**config.mk**
```make
export PLATFORM = sky130hd
export DESIGN_NAME = pwmsl_decoder
export DESIGN_NICKNAME = d
export VERILOG_FILES = /design/src/rtl/pwmsl_pkg.sv /design/src/rtl/pwmsl_sync.sv /design/src/rtl/pwmsl_runlen.sv /design/src/rtl/pwmsl_classify.sv /design/src/rtl/pwmsl_decoder.sv
export SDC_FILE = /design/constraint.sdc
export NUM_CORES = 1
export LEC_CHECK = 0
export BUFFER_PORTS_ARGS = -buffer_cell sky130_fd_sc_hd__buf_2
export CAP_MARGIN = 20
export CORE_MARGIN = 2
export CORE_UTILIZATION = 60
export DETAILED_ROUTE_END_ITERATION = 10
export PLACE_DENSITY = 0.78
export RECOVER_POWER = 100
export SYNTH_ARGS = -nofsm -noshare
export SYNTH_HDL_FRONTEND = slang
export SYNTH_SLANG_ARGS = --single-unit
```
**constraint.sdc**
```tcl
create_clock -name clk -period 2.7 [get_ports clk]
set_clock_uncertainty 0.1 [all_clocks]
set_input_delay 0 -clock clk [delete_from_list [all_inputs] [get_ports clk]]
set_output_delay 0 -clock clk [all_outputs]
set_load 0.02 [all_outputs]
```
**src/rtl/pwmsl_pkg.sv**
```systemverilog
package pwmsl_pkg;
  typedef enum logic [1:0] {
    SYM_ZERO = 2'b00,
    SYM_ONE  = 2'b01,
    SYM_SEP  = 2'b10
  } sym_e;
endpackage

```
**src/rtl/pwmsl_sync.sv**
```systemverilog
module pwmsl_sync #(
  parameter int   STAGES    = 2,
  parameter logic RESET_VAL = 1'b1
) (
  input  logic clk,
  input  logic rst_n,
  input  logic d_i,
  output logic q_o
);
  logic [STAGES-1:0] chain;

  genvar g;
  generate
    for (g = 0; g < STAGES; g++) begin : g_stage
      always_ff @(posedge clk or negedge rst_n) begin
        if (!rst_n) chain[g] <= RESET_VAL;
        else if (g == 0) chain[g] <= d_i;
        else chain[g] <= chain[(g == 0) ? 0 : g-1];
      end
    end
  endgenerate

  assign q_o = chain[STAGES-1];
endmodule

```
**src/rtl/pwmsl_runlen.sv**
```systemverilog
module pwmsl_runlen #(
  parameter int CW = 8
) (
  input  logic          clk,
  input  logic          rst_n,
  input  logic          s_i,
  output logic          rise_o,
  output logic          fall_o,
  output logic [CW-1:0] hi_run_o,
  output logic [CW-1:0] lo_run_o
);
  localparam logic [CW-1:0] SAT = {CW{1'b1}};

  logic          prev_q;
  logic [CW-1:0] hi_q, lo_q;

  always_ff @(posedge clk or negedge rst_n) begin
    if (!rst_n) begin
      prev_q <= 1'b1;
      hi_q   <= '0;
      lo_q   <= '0;
    end else begin
      prev_q <= s_i;
      if (s_i) begin
        lo_q <= '0;
        if (hi_q != SAT) hi_q <= hi_q + 1'b1;
      end else begin
        hi_q <= '0;
        if (lo_q != SAT) lo_q <= lo_q + 1'b1;
      end
    end
  end

  assign rise_o   = s_i & ~prev_q;
  assign fall_o   = ~s_i & prev_q;
  assign hi_run_o = hi_q;
  assign lo_run_o = lo_q;

  assert_runs_exclusive_R4: assert property (@(posedge clk) disable iff (!rst_n)
    !(hi_q != '0 && lo_q != '0));
endmodule

```
**src/rtl/pwmsl_classify.sv**
```systemverilog
module pwmsl_classify
  import pwmsl_pkg::*;
#(
  parameter int CW    = 8,
  parameter int TH_LO = 6,
  parameter int TH_HI = 10
) (
  input  logic [CW-1:0] hi_run_i,
  output sym_e          code_o
);
  always_comb begin
    if (hi_run_i < CW'(TH_LO))      code_o = SYM_ZERO;
    else if (hi_run_i < CW'(TH_HI)) code_o = SYM_ONE;
    else                            code_o = SYM_SEP;
  end
endmodule

```
**src/rtl/pwmsl_decoder.sv**
```systemverilog
module pwmsl_decoder
  import pwmsl_pkg::*;
#(
  parameter int BIT_CLKS    = 64,
  parameter int SYNC_STAGES = 2
) (
  input  logic       clk,
  input  logic       rst_n,
  input  logic       line_i,
  output logic       sym_valid_o,
  output logic [1:0] sym_code_o,
  output logic       idle_o,
  output logic       bus_reset_o,
  output logic       wake_o
);
  localparam int UNIT     = BIT_CLKS / 16;
  localparam int TH_LO    = 6 * UNIT;
  localparam int TH_HI    = 10 * UNIT;
  localparam int IDLE_TH  = 14 * UNIT;
  localparam int WAKE_MIN = UNIT;
  localparam int RESET_TH = 2 * BIT_CLKS;
  localparam int CW       = $clog2(RESET_TH + 2);

  logic          line_s;
  logic          rise, fall;
  logic [CW-1:0] hi_run, lo_run;
  sym_e          code_c;

  logic          idle_q, rst_q, active_q, wake_q, vld_q;
  sym_e          code_q;

  pwmsl_sync #(.STAGES(SYNC_STAGES), .RESET_VAL(1'b1)) u_sync (
    .clk(clk), .rst_n(rst_n), .d_i(line_i), .q_o(line_s)
  );

  pwmsl_runlen #(.CW(CW)) u_runs (
    .clk(clk), .rst_n(rst_n), .s_i(line_s),
    .rise_o(rise), .fall_o(fall), .hi_run_o(hi_run), .lo_run_o(lo_run)
  );

  pwmsl_classify #(.CW(CW), .TH_LO(TH_LO), .TH_HI(TH_HI)) u_cls (
    .hi_run_i(hi_run), .code_o(code_c)
  );

  logic glitch_c, idle_hit_c, rst_hit_c, wake_hit_c;
  assign glitch_c   = idle_q && (lo_run < CW'(WAKE_MIN));
  assign idle_hit_c = line_s && (hi_run >= CW'(IDLE_TH));
  assign rst_hit_c  = !line_s && (lo_run == CW'(RESET_TH));
  assign wake_hit_c = !line_s && idle_q && (lo_run == CW'(WAKE_MIN - 1));

  always_ff @(posedge clk or negedge rst_n) begin
    if (!rst_n) begin
      idle_q   <= 1'b0;
      rst_q    <= 1'b0;
      active_q <= 1'b0;
      wake_q   <= 1'b0;
      vld_q    <= 1'b0;
      code_q   <= SYM_ZERO;
    end else begin
      vld_q  <= 1'b0;
      wake_q <= wake_hit_c;
      if (rise && !glitch_c) begin
        idle_q   <= 1'b0;
        rst_q    <= 1'b0;
        active_q <= 1'b1;
      end
      if (idle_hit_c) begin
        idle_q   <= 1'b1;
        active_q <= 1'b0;
      end
      if (fall && active_q) begin
        vld_q  <= 1'b1;
        code_q <= code_c;
      end
      if (rst_hit_c) begin
        rst_q    <= 1'b1;
        idle_q   <= 1'b0;
        active_q <= 1'b0;
      end
    end
  end

  assign sym_valid_o = vld_q;
  assign sym_code_o  = code_q;
  assign idle_o      = idle_q;
  assign bus_reset_o = rst_q;
  assign wake_o      = wake_q;

  assert_strobe_single_R4: assert property (@(posedge clk) disable iff (!rst_n)
    sym_valid_o |=> !sym_valid_o);
  assert_code_legal_R4: assert property (@(posedge clk) disable iff (!rst_n)
    sym_valid_o |-> (sym_code_o != 2'b11));
  assert_no_symbol_in_idle_R5: assert property (@(posedge clk) disable iff (!rst_n)
    sym_valid_o |-> (!idle_o && !bus_reset_o));
  assert_idle_on_high_R5: assert property (@(posedge clk) disable iff (!rst_n)
    $rose(idle_o) |-> $past(line_s));
  assert_reset_on_low_R6: assert property (@(posedge clk) disable iff (!rst_n)
    $rose(bus_reset_o) |-> $past(!line_s));
  assert_flags_exclusive_R6: assert property (@(posedge clk) disable iff (!rst_n)
    !(idle_o && bus_reset_o));
  assert_wake_single_R7: assert property (@(posedge clk) disable iff (!rst_n)
    wake_o |=> !wake_o);
  assert_wake_from_idle_R7: assert property (@(posedge clk) disable iff (!rst_n)
    wake_o |-> $past(idle_q));
endmodule

```
=== After elaboration in Yosys (flattened, before gate mapping) ===
Cells that the tools add are included.

* Add/sub/neg operators: 2
* $lt $le $gt $ge: 4
* Equal/unequal tests: 5
* Mux-type cells: 14
* Bitwise logic cells: 4
* Reduce and logical (&&, ||, !) cells: 12

{| class="wikitable"
|+ Operator list
! operator !! count
|-
| 8-bit two-way mux || 4
|-
| 8-bit by 1-bit adder with 8-bit output, second input constant || 2
|-
| 8-bit inequality test, second input constant || 2
|-
| 8-bit by 2-bit == test with 1-bit output, second input constant || 1
|-
| 8-bit == test, second input constant || 1
|-
| 8-bit by 6-bit >= comparator with 1-bit output, second input constant || 1
|-
| 8-bit by 3-bit less-than comparator with 1-bit output, second input constant || 1
|-
| 8-bit by 5-bit less-than comparator with 1-bit output, second input constant || 1
|-
| 8-bit by 6-bit less-than comparator with 1-bit output, second input constant || 1
|-
| 1-bit two-way mux || 8
|-
| 1-bit logical AND || 7
|-
| 2-bit two-way mux || 2
|-
| 2-bit nonzero test || 2
|-
| 3-bit nonzero test || 1
|-
| 1-bit bitwise AND || 2
|-
| 1-bit zero test || 2
|-
| 2-bit by 1-bit inequality test with 1-bit output, second input constant || 1
|-
| 1-bit NOT || 2
|}

* Flip-flop bits (word level): 26
* Output and inout port bits: 6

=== Depth between registers and ports, before layout ===
Gate-level depths: netlist of run 1.

* Word-level depth: 7
* Depth in mapped cells: 5
* Mapped depth without buffers: 4

=== By module ===
Synthesis of run 1 repeated with hierarchy kept, for this count alone.

* Cells, all modules: 121
* Area, all modules: 1278.7 um^2

{| class="wikitable"
|+ Modules (own cells, without submodules)
! module !! instances !! cells an instance !! area an instance (um^2) !! seq. area each (um^2)
|-
| pwmsl_runlen || 1 || 84 || 847.1 || 426.7
|-
| pwmsl_decoder || 1 || 29 || 342.8 || 175.2
|-
| pwmsl_sync || 1 || 2 || 52.6 || 52.6
|-
| pwmsl_classify || 1 || 6 || 36.3 || 0.0
|}

=== Least setup slack after synthesis of run 1 ===
OpenSTA, ideal clock, no wires.

* Kind: register -> register
* Start point: register u_runs.lo_q[0] (netlist: u_runs.lo_run_o[0])
* End point: register u_runs.lo_q[6] (netlist: u_runs.lo_run_o[6])
* Data arrival time: 1.284 ns
* Setup slack: 1.235 ns
* Stages on the path, launching flop included: 6
* Buffers on the path: 1
* Period minus slack after synthesis: 1.465 ns
* Cell sequence: dfrtp_1 ha_1 and4_1 buf_4 and4b_1 nor3_2

* Cells in the longest elaborated chain, start to end: 3
* Elaborated cells between the ends (all ways): 5
* Classes of those cells: add/sub: 1; eq/ne: 1; mux: 2; reduce/logical: 1

{| class="wikitable"
|+ Ends and longest elaborated chain
! element !! line !! RTL
|-
| start: declaration || pwmsl_runlen.sv:15 || <nowiki>logic [CW-1:0] hi_q, lo_q;</nowiki>
|-
| start signal: assignment || pwmsl_runlen.sv:29 || <nowiki>if (lo_q != SAT) lo_q <= lo_q + 1'b1;</nowiki>
|-
| 8-bit by 1-bit adder with 8-bit output || pwmsl_runlen.sv:29 ||
|-
| 8-bit two-way mux || pwmsl_runlen.sv:29 ||
|-
| 8-bit two-way mux || pwmsl_runlen.sv:24 || <nowiki>if (s_i) begin</nowiki>
|}

Several ways; a longest one is shown, not always the timed one. The select of a mux whose other input is x is not followed.
A chain may end at the register's enable or synchronous reset.

=== Worst setup path after layout of run 1 ===
* Start point: register u_sync.chain[1] (netlist: u_sync.q_o)
* End point: register idle_q (netlist: idle_o)

* Cells in the longest elaborated chain, start to end: 3
* Elaborated cells between the ends (all ways): 8
* Classes of those cells: mux: 2; bitwise: 1; reduce/logical: 5

{| class="wikitable"
|+ Ends and longest elaborated chain
! element !! line !! RTL
|-
| start: declaration || pwmsl_sync.sv:10 || <nowiki>logic [STAGES-1:0] chain;</nowiki>
|-
| start signal: indexed assignment || pwmsl_sync.sv:17 || <nowiki>else if (g == 0) chain[g] <= d_i;</nowiki>
|-
| start signal: indexed assignment || pwmsl_sync.sv:18 || <nowiki>else chain[g] <= chain[(g == 0) ? 0 : g-1];</nowiki>
|-
| 1-bit bitwise AND (tied with other cells) || pwmsl_runlen.sv:34 || <nowiki>assign rise_o = s_i & ~prev_q;</nowiki>
|-
| 1-bit logical AND (tied with other cells) || pwmsl_decoder.sv:62 || <nowiki>if (rise && !glitch_c) begin</nowiki>
|-
| 3-bit nonzero test (no source line) / 1-bit two-way mux (equally long branches) || - ||
|-
| end signal: assignment || pwmsl_decoder.sv:63 || <nowiki>idle_q <= 1'b0;</nowiki>
|-
| end signal: assignment || pwmsl_decoder.sv:68 || <nowiki>idle_q <= 1'b1;</nowiki>
|-
| end signal: assignment || pwmsl_decoder.sv:77 || <nowiki>idle_q <= 1'b0;</nowiki>
|-
| end: declaration || pwmsl_decoder.sv:29 || <nowiki>logic idle_q, rst_q, active_q, wake_q, vld_q;</nowiki>
|}

Several ways; a longest one is shown, not always the timed one.

==> results.yml, run 1 <==
synthesis:
  synth_common_cells: "23 x dfrtp_1, 13 x nand2_1, 8 x o21ai_0, 7 x a21oi_1, 7 x a31oi_1"
  syn_nets: 131
  synthTopCellsByArea: "dfrtp_1 45%, dfstp_2 6.2%, nand2_1 3.8%"
  yosysMostFrequentCell: "dfrtp_1"
  yosys_warnings: 0
  ys_seq_area_share_pct: 51.12
  ys_types: 39
  ys_seq_elements: 26
  ys.flop_type: "dfrtp_1"
  synth-edff-count: 0
  synth.avg_cell_area_um2: 10.24
  syn_area_mm2: 0.001280
  synth.top_cell.area_share_pct: 44.97
  async_reset_ff_share_pct: 100.0
  synth_area_leader_cell: "dfrtp_1"
  syn-instance-count: 125
die:
  die_x_um: 50.19
  dieArea_mm2: 0.002519
  coreArea_mm2: 0.001982
  num_io_pins: 9
  row_count: 16
  fp.dieH_um: 50.19
  start_util_pct: 64.58
setup_path:
  regToRegEndpoint: "idle_o"
  endpoint: "idle_o"
  r2r_start: "u_sync.q_o"
  endpoint_kind: "register"
  critPathLaunch: "u_sync.q_o"
  ff2ff_path_depth: 3
  cp-start-kind: "register"
  cp.required_ns: 2.83
  cp.arrival_ns: 1.87
  cp_max_fo: 22
  r2r_slack_ns: 0.96
  critPathKind: "reg -> reg"
routing:
  wl_per_cell_um: 14.34
  antenna_left: 0
  top_layer: "met4"
  postRouteWirelength_um: 2338
  wl_met3_um: 152
  drt_iter0_drc: 18
  viasPerCell: 6.135
  wl_met2_um: 1084
  first_pass_iters: 4
  met1_length_um: 1085
  drc_errors: 0
  detailroute.via_count: 1000
timing:
  slew_viol_final: 0
  min_period_over_period_pct: 64.35
  finalHoldViolations: 0
  fin_setup_tns_ns: 0
  fmax_ghz: 0.5756
  period_minus_slack_ns: 1.737
  maxSlewHeadroom_pct: 13.34
  tightest_slew_ns: 1.300
  setup_viol: 0
  rsz0062_at_grt: "false"
final_layout:
  drive_gt1_share_pct: 8.088
  diodes: 0
  nets: 143
  area_growth_pct: 7.332
  final_cells: 163
cts:
  cts_resized: 0
  hold_buffers: 2
  cts_root_buffer: "clkbuf_4"
  cts_tree: "built"
  cts_buffer_depth: 2
  cts_setup_buffers: 0
  cts_sinks: 26
  worstSkewPairLatency_ns: 0.33
  cts_max_level: 1
  cts_made_buffers: 3
  cts.clk_slew.worst_paths_ns: 0.13
power_and_ir_drop:
  swShare_pct: 23.02
  p_clk_share_pct: 30.1
  comb_power_share_pct: 5.7
  power.density_mw_per_mm2: 471.6
  p_sw_w: 0.0001492
  internal_power_w: 0.0004987
  pwr-share-seq_pct: 64.2
  p_leak_nw: 0.6047
  peakVddDrop_v: 0.0004046
global_routing:
  grt_pass1_vias: 885
  grt_pass1_wl_um: 4008
  grt-ovfl-total: 0
  grt_max_degree: 27
  antenna_found_initial: 0
  grt_util_all_layers_pct: 21.30
placed_design:
  dp_cells: 157
  hpwlAfterDp_um: 1673
  port_buffers: 8
  gp_congestion: 0.8317
outcome:
  status: "completed"
job:
  drv_cap: 0
hold_path:
  whs_path_depth: 2
  hold_path.class: "in -> reg"
stage by stage:
stage	util (%)	total power, W	cell area (um2)	hold WS [ns]	setup slack [ns]
global placement	67.42	0.0004576	1336	-0.08774	1.209
CTS	70.27	0.0006542	1393	0.08363	1.095
detailed placement	67.42	0.0004593	1336	-0.08438	1.111
finish	69.32	0.0006479	1374	0.2029	0.9625
global route	69.32	0.0006827	1374	0.1831	0.8605
floorplan	-	0.0004427	1280	-0.3956	1.235
logic make-up after synthesis:
family	count (synthesis)	share of synthesized area [%]
flip-flops	26	51.12
adder cells (fa/ha/maj)	3	2.933
buffers and inverters	9	3.128
multiplexers	3	2.444
AO/OA/AOI/OAI	36	18.67
AND/OR/NAND/NOR	48	21.70
layer usage:
layer  GRT usage (%)  vias to the layer above
li1                -                      486
met5               0                        -
met3           7.440                        3
met4           3.241                        0
met2           33.11                       34
met1           29.46                      477
registers in the layout, summed over array words and instances, names as in the netlist:
signal           count
idle_o               1
active_q             1
u_runs.hi_run_o      8
u_sync.q_o           1
sym_code_o           2
u_runs.lo_run_o      8
u_runs.prev_q        1
u_sync.chain         1
sym_valid_o          1
wake_o               1
bus_reset_o          1
power by group through the flow:
stage               Sequential [W]  Combinational [W]  Clock, W
floorplan                 0.000418          0.0000247         0
global placement          0.000423          0.0000348         0
detailed placement        0.000423          0.0000361         0
CTS                       0.000416          0.0000383  0.000200
global route              0.000419          0.0000433  0.000221
finish                    0.000416          0.0000368  0.000195
final cells by class:
| type | count | area [um2] |
|---|---|---|
| multi-input combinational | 90 | 575.6 |
| timing repair buffer | 10 | 51.30 |
| fill | 152 | 608.1 |
| inverter | 6 | 22.52 |
| clock buffer | 4 | 36.28 |
| sequential | 26 | 654.4 |
| tap | 27 | 33.78 |
worst min path at each step:
stage	from	end	slack [ns]
floorplan	rst_n	active_q	-0.40
CTS	rst_n	u_runs.lo_run_o[6]	0.08
global route	line_i	u_sync.chain[0]	0.18
detailed placement	rst_n	u_runs.lo_run_o[2]	-0.08
global placement	rst_n	u_runs.lo_run_o[2]	-0.09
finish	line_i	u_sync.chain[0]	0.20
placed cells by master, fill, tap and decap left out, types with 2 or more instances in the layout:
cell           count
nand2_1           13
o21ai_0            8
nand3_1            6
clkbuf_4           3
dlygate4sd3_1      2
clkbuf_1           7
and4_1             2
mux2i_1            2
dfrtp_1           23
inv_1              6
ha_1               3
a21o_1             3
a21oi_1            7
nor3_1             7
a31oi_1            7
nand2b_1           2
o21bai_1           2
dfstp_2            2
o211a_1            2
nor2_1             3
and3_1             4
critical path, cell delays in order, from the launching register on:
cell      delay [ns]
dfstp_1         0.96
nand2b_1        0.15
a21o_1          0.18
a32o_1          0.24
(Power assumes the default switching activity.)
==> run 2, diff against run 1 <==
Settings changed: ABC_AREA from default to 1, CORE_UTILIZATION 60 to 58, PLACE_DENSITY 0.78 to 0.76.
Clock period 2.7 ns to 1.6 ns, I/O delays scaled along.
==> results.yml, run 2 <==
final_layout:
  multi_input_area_um2: 595.6
  nets: 196
  final_cell_mix: "58 x nand2_1, 25 x nand3_1, 23 x dfrtp_1"
  fillers: 214
  final_common_cell: "nand2_1"
  drive_gt1_share_pct: 11.11
  ff_latch_area_um2: 654.4
  area_growth_pct: 9.395
  diodes: 0
setup_path:
  cp_top_family: "simple AND/OR/NAND/NOR gates"
  crit_chain: "ha_1 > inv_1 > nor2_2 > nand2_2 > nor2_4 > nand2_2 > nand2_1"
  cp-start-kind: "register"
  endpoint_kind: "register"
  critPathKind: "reg -> reg"
  cpMostUsedCell: "nand2_2"
  critPathLaunch: "u_runs.lo_run_o[0]"
  cp.required_ns: 1.76
  crit_slowest_cell: "dfrtp_1"
  r2r_start: "u_runs.lo_run_o[0]"
  cp.arrival_ns: 1.61
  ff2ff_path_depth: 7
  crit_buf_inv: 1
  cp_max_fo: 5
  cp.depth: 7
  slowest_delay_ns: 0.43
synthesis:
  syn_nets: 181
  synth_area_leader_cell: "dfrtp_1"
  synth_common_cells: "57 x nand2_1, 25 x nand3_1, 23 x dfrtp_1, 22 x inv_1, 18 x nor2_1"
  yosysMostFrequentCell: "nand2_1"
  synth.avg_cell_area_um2: 7.686
  synth-edff-count: 0
  ys_types: 21
  async_reset_ff_share_pct: 100.0
  ys_seq_elements: 26
  synthTopCellsByArea: "dfrtp_1 43%, nand2_1 16%, nand3_1 9.3%"
  syn_area_mm2: 0.001345
  synth.top_cell.area_share_pct: 42.79
  ys.flop_type: "dfrtp_1"
  ys_seq_area_share_pct: 48.65
  syn-instance-count: 175
  yosys_warnings: 0
routing:
  drt_iter0_drc: 31
  wl_per_cell_um: 11.52
  antenna_left: 0
  viasPerCell: 5.083
  postRouteWirelength_um: 2500
  detailroute.via_count: 1103
  drc_errors: 0
  first_pass_iters: 4
die:
  row_count: 17
  die_x_um: 52.16
  dieArea_mm2: 0.002720
  start_util_pct: 60.80
  fp.dieH_um: 52.16
  coreArea_mm2: 0.002212
  num_io_pins: 9
placed_design:
  port_buffers: 8
  gp_congestion: 0.8331
  hpwlAfterDp_um: 1901
timing:
  rsz0062_at_grt: "false"
  tightest_slew_ns: 0.6272
  fmax_ghz: 0.6899
  whs_ns: 0.1135
  min_period_over_period_pct: 90.60
  finalHoldViolations: 0
  slew_viol_final: 0
  setup_viol: 0
  maxSlewHeadroom_pct: 58.19
  fin_setup_tns_ns: 0
  period_minus_slack_ns: 1.450
power_and_ir_drop:
  p_clk_share_pct: 29.6
  p_leak_nw: 0.8354
  power.density_mw_per_mm2: 760.7
  p_sw_w: 0.0002682
  swShare_pct: 23.96
  peakVddDrop_v: 0.0006298
  pwr-share-seq_pct: 62.4
  internal_power_w: 0.0008511
  comb_power_share_pct: 8.0
job:
  drv_cap: 0
hold_path:
  hold_path.class: "in -> async"
cts:
  cts.clk_slew.worst_paths_ns: 0.14
  cts_buffer_depth: 2
  cts_sinks: 26
  cts_root_buffer: "clkbuf_4"
  cts_tree: "built"
  cts_max_level: 1
  cts_made_buffers: 3
  worstSkewPairLatency_ns: 0.32
global_routing:
  grt_pass1_vias: 1102
  grt_max_degree: 27
  grt_pass1_wl_um: 4602
  grt_util_all_layers_pct: 22.80
  grt-ovfl-total: 0
  antenna_found_initial: 0
outcome:
  status: "completed"
## run 2: final cells by class
class	count	area share (%)
Sequential cell	26	44.47
Multi-Input combinational cell	125	40.48
Inverter	22	5.612
Timing Repair Buffer	12	4.592
Clock buffer	4	2.466
Tap cell	28	2.381
## run 2: repair_timing
action                                  4_1_cts  5_1_grt
hold buffers                                  2        0
endpoints found under the setup margin        0        0
setup buffers                                 0        0
resized for setup                             0        0
hold endpoints to repair                     27        0
## run 2: power groups by stage
stage	logic, W	clock network (W)	registers, W
after global placement	0.0000836	0	0.000709
after detailed placement	0.0000902	0	0.000710
after CTS	0.0000933	0.000337	0.000699
after floorplan	0.0000486	0	0.000712
final	0.0000893	0.000331	0.000699
after global routing	0.000105	0.000359	0.000702
## run 2: cells by family after synthesis
logic type,count (synthesis),synth area share (%)
AND/OR/NAND/NOR,115,38.88
AO/OA/AOI/OAI,7,2.790
buffers and inverters,24,6.884
flip-flops,26,48.65
adder cells (fa/ha/maj),3,2.791
## run 2: worst paths after layout
path                                      endpoint  slack (ns)
worst min register to register          u_sync.q_o        0.27
min in group clk                   u_sync.chain[0]        0.21
max in group asynchronous       u_runs.hi_run_o[3]        0.88
worst min-delay path            u_runs.lo_run_o[4]        0.11
worst max-delay path            u_runs.lo_run_o[5]        0.15
worst max register to register  u_runs.lo_run_o[5]        0.15
## run 2: per-stage QoR
| step | std cells | setup slack, ns | power (W) | util, % | instance area (um2) |
|---|---|---|---|---|---|
| after floorplan | 175 | 0.2907 | 0.0007607 | - | 1345 |
| after global placement | 211 | 0.2165 | 0.0007927 | 64.42 | 1425 |
| after detailed placement | 211 | 0.1814 | 0.0008005 | 64.42 | 1425 |
| after CTS | 217 | 0.1383 | 0.001130 | 66.97 | 1481 |
| after global routing | 217 | 0.03348 | 0.001166 | 66.52 | 1471 |
| final | 217 | 0.1505 | 0.001119 | 66.52 | 1471 |
## run 2: routing by layer
layer	wire, um	part of all wire (%)	global-route usage [%]	up-vias
met5	0	0	0	-
met4	12	0.48	8.120	0
met3	92	3.7	3.736	2
met2	1257	50	40.72	25
met1	1137	45	27.60	499
li1	-	-	-	577
